==> src/rtl/svf_pkg.sv <==
package svf_pkg;

  typedef enum logic [1:0] {
    LS_OPEN    = 2'b00,
    LS_BLOCKED = 2'b01,
    LS_WBPEND  = 2'b10,
    LS_HELD    = 2'b11
  } lineState_e;

  typedef struct packed {
    logic setMark;
    logic clearMark;
    logic loadAck;
    logic forward;
    logic recycle;
    logic accept;
  } filterStrobe_t;

endpackage

==> src/rtl/svf_ctrl.sv <==
module svf_ctrl
  import svf_pkg::*;
(
  input  logic          markValid,
  input  logic          vicValid,
  input  logic          ignoreHit,
  input  lineState_e    lineState,
  output filterStrobe_t strobe
);

  logic staleHit;
  logic missOpen;
  logic missWbPend;

  always_comb begin
    staleHit   = vicValid && ignoreHit;
    missOpen   = vicValid && !ignoreHit && (lineState == LS_OPEN);
    missWbPend = vicValid && !ignoreHit && (lineState == LS_WBPEND);

    strobe.setMark   = markValid;
    strobe.clearMark = staleHit;
    strobe.loadAck   = staleHit;
    strobe.forward   = missOpen;
    strobe.recycle   = missWbPend;
    strobe.accept    = staleHit || missOpen || missWbPend;
  end

endmodule

==> src/rtl/svf_datapath.sv <==
module svf_datapath
  import svf_pkg::*;
#(
  parameter int NUM_LINES = 16,
  parameter int NUM_REQ   = 4,
  parameter int LINE_W    = $clog2(NUM_LINES),
  parameter int REQ_W     = $clog2(NUM_REQ)
) (
  input  logic              clk,
  input  logic              rst_n,
  input  filterStrobe_t     strobe,
  input  logic [LINE_W-1:0] markLine,
  input  logic [REQ_W-1:0]  markReq,
  input  logic [LINE_W-1:0] vicLine,
  input  logic [REQ_W-1:0]  vicReq,
  output logic              ignoreHit,
  output logic              ackValid,
  output logic [LINE_W-1:0] ackLine,
  output logic [REQ_W-1:0]  ackReq
);

  logic [NUM_REQ-1:0] ignoreRow [NUM_LINES];

  for (genvar g = 0; g < NUM_LINES; g++) begin : g_line
    logic [NUM_REQ-1:0] rowNext;

    always_comb begin
      rowNext = ignoreRow[g];
      for (int j = 0; j < NUM_REQ; j++) begin
        if (strobe.clearMark && vicLine == LINE_W'(g) && vicReq == REQ_W'(j)) begin
          rowNext[j] = 1'b0;
        end else if (strobe.setMark && markLine == LINE_W'(g) && markReq == REQ_W'(j)) begin
          rowNext[j] = 1'b1;
        end
      end
    end

    always_ff @(posedge clk) begin
      if (!rst_n) ignoreRow[g] <= '0;
      else        ignoreRow[g] <= rowNext;
    end
  end

  assign ignoreHit = ignoreRow[vicLine][vicReq];

  always_ff @(posedge clk) begin
    if (!rst_n) begin
      ackValid <= 1'b0;
      ackLine  <= '0;
      ackReq   <= '0;
    end else begin
      ackValid <= strobe.loadAck;
      if (strobe.loadAck) begin
        ackLine <= vicLine;
        ackReq  <= vicReq;
      end
    end
  end

endmodule

==> src/rtl/stale_victim_filter.sv <==
module stale_victim_filter
  import svf_pkg::*;
#(
  parameter int NUM_LINES = 16,
  parameter int NUM_REQ   = 4,
  parameter int LINE_W    = $clog2(NUM_LINES),
  parameter int REQ_W     = $clog2(NUM_REQ)
) (
  input  logic              clk,
  input  logic              rst_n,
  input  logic              markValid,
  input  logic [LINE_W-1:0] markLine,
  input  logic [REQ_W-1:0]  markReq,
  input  logic              vicValid,
  input  logic              vicDirty,
  input  logic [LINE_W-1:0] vicLine,
  input  logic [REQ_W-1:0]  vicReq,
  input  logic [1:0]        lineState,
  output logic              vicReady,
  output logic              fwdValid,
  output logic              fwdDirty,
  output logic [LINE_W-1:0] fwdLine,
  output logic [REQ_W-1:0]  fwdReq,
  output logic              recycleValid,
  output logic              ackValid,
  output logic [LINE_W-1:0] ackLine,
  output logic [REQ_W-1:0]  ackReq
);

  filterStrobe_t strobe;
  logic          ignoreHit;

  svf_ctrl u_ctrl (
    .markValid (markValid),
    .vicValid  (vicValid),
    .ignoreHit (ignoreHit),
    .lineState (lineState_e'(lineState)),
    .strobe    (strobe)
  );

  svf_datapath #(
    .NUM_LINES (NUM_LINES),
    .NUM_REQ   (NUM_REQ),
    .LINE_W    (LINE_W),
    .REQ_W     (REQ_W)
  ) u_dp (
    .clk       (clk),
    .rst_n     (rst_n),
    .strobe    (strobe),
    .markLine  (markLine),
    .markReq   (markReq),
    .vicLine   (vicLine),
    .vicReq    (vicReq),
    .ignoreHit (ignoreHit),
    .ackValid  (ackValid),
    .ackLine   (ackLine),
    .ackReq    (ackReq)
  );

  assign vicReady     = strobe.accept;
  assign fwdValid     = strobe.forward;
  assign recycleValid = strobe.recycle;
  assign fwdDirty     = vicDirty;
  assign fwdLine      = vicLine;
  assign fwdReq       = vicReq;

endmodule

==> config.mk <==
export PLATFORM = sky130hd
export DESIGN_NAME = stale_victim_filter
export DESIGN_NICKNAME = d
export VERILOG_FILES = /design/src/rtl/svf_pkg.sv /design/src/rtl/svf_ctrl.sv /design/src/rtl/svf_datapath.sv /design/src/rtl/stale_victim_filter.sv
export SDC_FILE = /design/constraint.sdc
export NUM_CORES = 1
export LEC_CHECK = 0
export BUFFER_PORTS_ARGS = -buffer_cell sky130_fd_sc_hd__buf_2
export CAP_MARGIN = 10
export CORE_MARGIN = 5
export CORE_UTILIZATION = 53
export DETAILED_ROUTE_END_ITERATION = 8
export GPL_ROUTABILITY_DRIVEN = 0
export PLACE_DENSITY = 0.75
export SLEW_MARGIN = 0
export SYNTH_ARGS = -nofsm -noshare
export SYNTH_HDL_FRONTEND = slang
export SYNTH_SLANG_ARGS = --single-unit
==> constraint.sdc <==
create_clock -name clk -period 2.75 [get_ports clk]
set_clock_uncertainty 0.2 [all_clocks]
set_input_delay 0.1375 -clock clk [delete_from_list [all_inputs] [get_ports clk]]
set_output_delay 0.1375 -clock clk [all_outputs]
set_load 0.02 [all_outputs]
Yosys cells after proc, flatten, opt, wreduce, memory -nomap -nowiden
Memories as Yosys holds them, arrays and structs flattened.
Cells that the tools add are included.
{ "op_classes": {"n_lt_le_gt_ge": 1, "eq_ne": 101, "muxes": 196, "bitwise": 64, "reduce_logical": 236} }
{ "op_table": {"columns": ["op", "n"], "rows": [
  ["1-bit two-way mux", 195],
  ["1-bit logical AND", 164],
  ["2-bit != test, second input constant", 64],
  ["2-bit AND reduction", 64],
  ["4-bit equality test, second input constant", 16],
  ["1-bit bitwise OR", 64],
  ["4-bit by 3-bit equality test with 1-bit output, second input constant", 8],
  ["4-bit by 2-bit equality test with 1-bit output, second input constant", 4],
  ["2-bit equality test, second input constant", 5],
  ["4-bit by 1-bit equality test with 1-bit output, second input constant", 2],
  ["4-bit logical NOT", 2],
  ["2-bit logical NOT", 3],
  ["2-bit by 1-bit equality test with 1-bit output, second input constant", 2],
  ["2-bit by 3-bit < comparator with 1-bit output, second input constant", 1],
  ["1-bit binary-select mux with 2-bit select", 1],
  ["1-bit logical OR", 2],
  ["1-bit logical NOT", 1]
]} }
{ "word_totals": {"regBits": 7, "ramBits": 64, "inputBits": 19, "out_inout_bits": 17, "wordCells": 602, "mem_count": 1} }
{ "mem_list": {"columns": ["name", "words", "word_bits", "read_ports", "rd_ports_with_merged_regs", "write_ports", "line", "source"], "rows": [
  ["u_dp.ignoreRow", 16, 4, 1, 0, 16, "svf_datapath.sv:22", "logic [NUM_REQ-1:0] ignoreRow [NUM_LINES];"]
]} }

Longest topological paths before layout
An unclocked memory read counts as a cell.
{ "logic_depth": {"ltp_word": 9, "mapped_depth": 10, "ltp_nobuf": 7} }

By module
From an unflattened synthesis, not the netlist that was laid out.
{ "hier_totals": {"hier_cells": 400, "area_unflattened_um2": 4438.0} }
{ "by_module_without_submodules": {"columns": ["module", "n_inst", "cells_each", "area_per_inst_um2", "seq_area_each_um2"], "rows": [
  ["svf_datapath", 1, 383, 4301.6, 2062.0],
  ["svf_ctrl", 1, 10, 83.8, 0.0],
  ["stale_victim_filter", 1, 7, 52.6, 0.0]
]} }

Least setup slack after synthesis
Ideal clock, no wire load.
{ "synth_timing": {"path_type": "input port to output port", "start": "in vicLine[0]", "end": "out recycleValid", "arrival_time_ps": 2060, "required_time_ps": 2413, "setup_slack_ps": 353, "cell_stages": 9, "path_buffers": 2, "cell_sequence": "buf_6 buf_6 mux2i_1 a22oi_1 nand3_2 o31ai_4 o21ai_4 nand2_1 nor4b_1"} }
{ "synth_between": {"elab_chain_len": 6} }
{ "synth_lines": {"columns": ["item", "line", "source"], "rows": [
  ["start, declared", "stale_victim_filter.sv:16", "input logic [LINE_W-1:0] vicLine,"],
  ["memory read 16 x 4 bit", null, null],
  ["1-bit binary-select mux with 2-bit select", "svf_datapath.sv:44", "assign ignoreHit = ignoreRow[vicLine][vicReq];"],
  ["1-bit two-way mux (implied by the code)", "svf_datapath.sv:44", null],
  ["1-bit logical NOT", "svf_ctrl.sv:18", "missWbPend = vicValid && !ignoreHit && (lineState == LS_WBPEND);"],
  ["1-bit logical AND (2 in series)", "svf_ctrl.sv:18", null],
  ["end, declared", "stale_victim_filter.sv:24", "output logic recycleValid,"]
]} }
Every way passes these cells. The select of a mux whose other input is x is not followed.

==> reports/results.ini <==
[finish]
diodes=0
finalInstanceArea_um2=5261
multi_input_area_um2=2401
drive_gt1_frac=0.2234
areaGrowthSynthToFinish_pct=7.517
num-nets-final=475
num-fill-cells=742
seq_area_um2=2062

[sta]
finalSetupTns_ns=0
setup_viol=0
rsz0062_at_grt=no
period_needed_ns=2.647
slew_violations=0
finalCritPeriodShare=0.9627
maxSlewHeadroom=0.4994
clock.fmax_mhz=377.7
hold_viol_final=0
tightest_slew_ns=0.7509

[die]
core_region_area_um2=9109
start_util=0.5372
die_x_um=106.1
std_cell_rows=35
ios=36
die_area_um2=11260
die_h_um=106.1

[synth]
ys_async_sr_fraction=0
ys_seq_area_frac=0.4214
syn-num-nets=461
synth_cells=442
ys.flop_type=edfxtp_1
netlist_area_um2=4893
yosys.area.top_type=edfxtp_1
ys_ff_latch=71
synth_cell_types=54
synth_top_area_share=0.3927
synth.most_common_cell=edfxtp_1
synth_edf_count=64
ys.warnings.count=0
syn_avg_cell_area_um2=11.07
synthTopCellsByCount=64 x edfxtp_1, 63 x o221ai_1, 56 x a211oi_1, 47 x nand2_1, 37 x mux2i_1
synth.area.top_cells=edfxtp_1 39%, o221ai_1 11%, a211oi_1 8.6%

[detailed_routing]
dr.pass1.iters=6
routedWlPerCell_um=25.13
drc=0
ant_nets=0
vias=4176
avgViaCountPerCell=7.301
wl_um=14380
drtIter0Drc=618

[hold_path]
hold_start=vicDirty
hold_class=input port to primary output

[setup_path]
critPathCaptureType=flop
worstSetupStartpoint=vicLine[2]
reg2reg_from=u_dp.ignoreRow[15][1]
path_max_fanout=16
worst-setup-path-type=input port to flop
critPathRequiredTime_ns=2.62
critPathLaunchType=input port
arrival_ns=2.52

[placement]
io_buffers=33
dp_hpwl_um=9445
place_area_um2=4923

[pwr]
power.density_nw_per_um2=500.2
seq_power_share=0.476
switching_share=0.2814
p_leak_nw=1.692
p_comb_frac=0.175
power_frac_clock=0.349
p_switching_mw=0.7407
intPower_mw=1.891
vdd_drop_max_uv=210.8

[clocking]
cts_tree=done
clk_pin_slew_worst_paths_ns=0.07
htreeDepth=3
clkSinkCount=71
cts_buffers=9
cts_root_buf=clkbuf_8
clockBufferDepth=2
insertion_delay_ns=0.36

[status]
outcome=complete, no violations

[global_routing]
grt_pass1_wl_um=22280
grt_usage=0.2551
grt_max_degree=41
grt_pass1_vias=3889
grt_overflow=0
antenna_found_initial=0

[flow_run]
maxCapViolCount=0

==> cells in the final DEF (no fill, tap or decap), types with 6 or more instances in the layout <==
master	count
edfxtp_1	64
nor2b_1	6
mux2i_1	36
nand2_1	47
buf_4	10
buf_2	33
nor3_1	7
clkbuf_8	9
a22oi_1	11
nor2_1	18
buf_12	8
a211oi_1	56
a211oi_2	8
nand3_1	16
o221ai_1	63
dfxtp_1	7
==> metal layers <==
| layer | wire length [um] | vias to the layer above | global-route usage |
|---|---|---|---|
| li1 | - | 1827 | - |
| met5 | 0 | - | 0 |
| met2 | 6654 | 319 | 0.3825 |
| met1 | 5474 | 1986 | 0.3512 |
| met4 | 515 | 0 | 0.1073 |
| met3 | 1732 | 44 | 0.06436 |
==> registers in the layout, indices dropped and copies added (netlist names) <==
register and cells:
u_dp.ignoreRow 64, u_dp.ackReq 2, u_dp.ackValid 1, u_dp.ackLine 4
==> logic make-up after synthesis <==
family                 Yosys count  share of synthesized area
flip-flops                      71                     0.4214
AND/OR/NAND/NOR                122                     0.1281
multiplexers                    37                    0.07568
AO/OA/AOI/OAI                  158                     0.2861
buffers and inverters           54                    0.08872
==> power by group through the flow <==
stage	sequential, mW	combinational, mW	clock [mW]
finish	1.25	0.461	0.917
global route	1.26	0.488	0.964
CTS	1.25	0.435	0.910
detailed placement	1.28	0.428	0
global placement	1.28	0.419	0
floorplan	1.28	0.328	0
==> critical path, cell delays in order <==
cell and delay [ns]:
dlygate4sd3_1 0.52, buf_2 0.21, or2b_2 0.38, a21oi_1 0.13, nand3_1 0.10, nand4_2 0.13, nand2_2 0.18, a21boi_4 0.55
a211oi_1 0.16
==> per-stage QoR <==
step           hold slack [ns]  setup WS, ns  utilization  total power [mW]  std cells
2_1_floorplan           0.1574        0.3527            -             1.607        442
3_3_place_gp           0.07524        0.1263       0.5405             1.694        546
3_5_place_dp           0.07524       0.06581       0.5405             1.705        546
4_1_cts                0.07371       0.09088       0.5681             2.597        566
5_1_grt                0.07503       0.02732       0.5776             2.711        572
6_report               0.07501        0.1026       0.5776             2.632        572
==> worst paths after layout <==
path                                 to  slack, ns  cells after the start
hold / removal                 fwdDirty       0.08                      0
setup reg to reg  u_dp.ignoreRow[10][0]       0.30                      7
setup / recovery  u_dp.ignoreRow[10][0]       0.10                      9
hold reg to reg         u_dp.ackLine[0]       0.26                      2
==> area by class of cell <==
cell class,instances,area share
tap,111,0.02640
sequential,71,0.3919
multi-input combinational,317,0.4564
clock inverter,7,0.01665
timing repair buffer,55,0.08371
clock buffer,9,0.02354
inverter,2,0.001427
==> timing repair <==
action,CTS,global route
hold buffers,4,0
setup endpoints to repair,0,21
gates resized for setup,0,1
buffers inserted,0,6
hold endpoints to repair,5,0
Power figures use the tool's default switching activity.
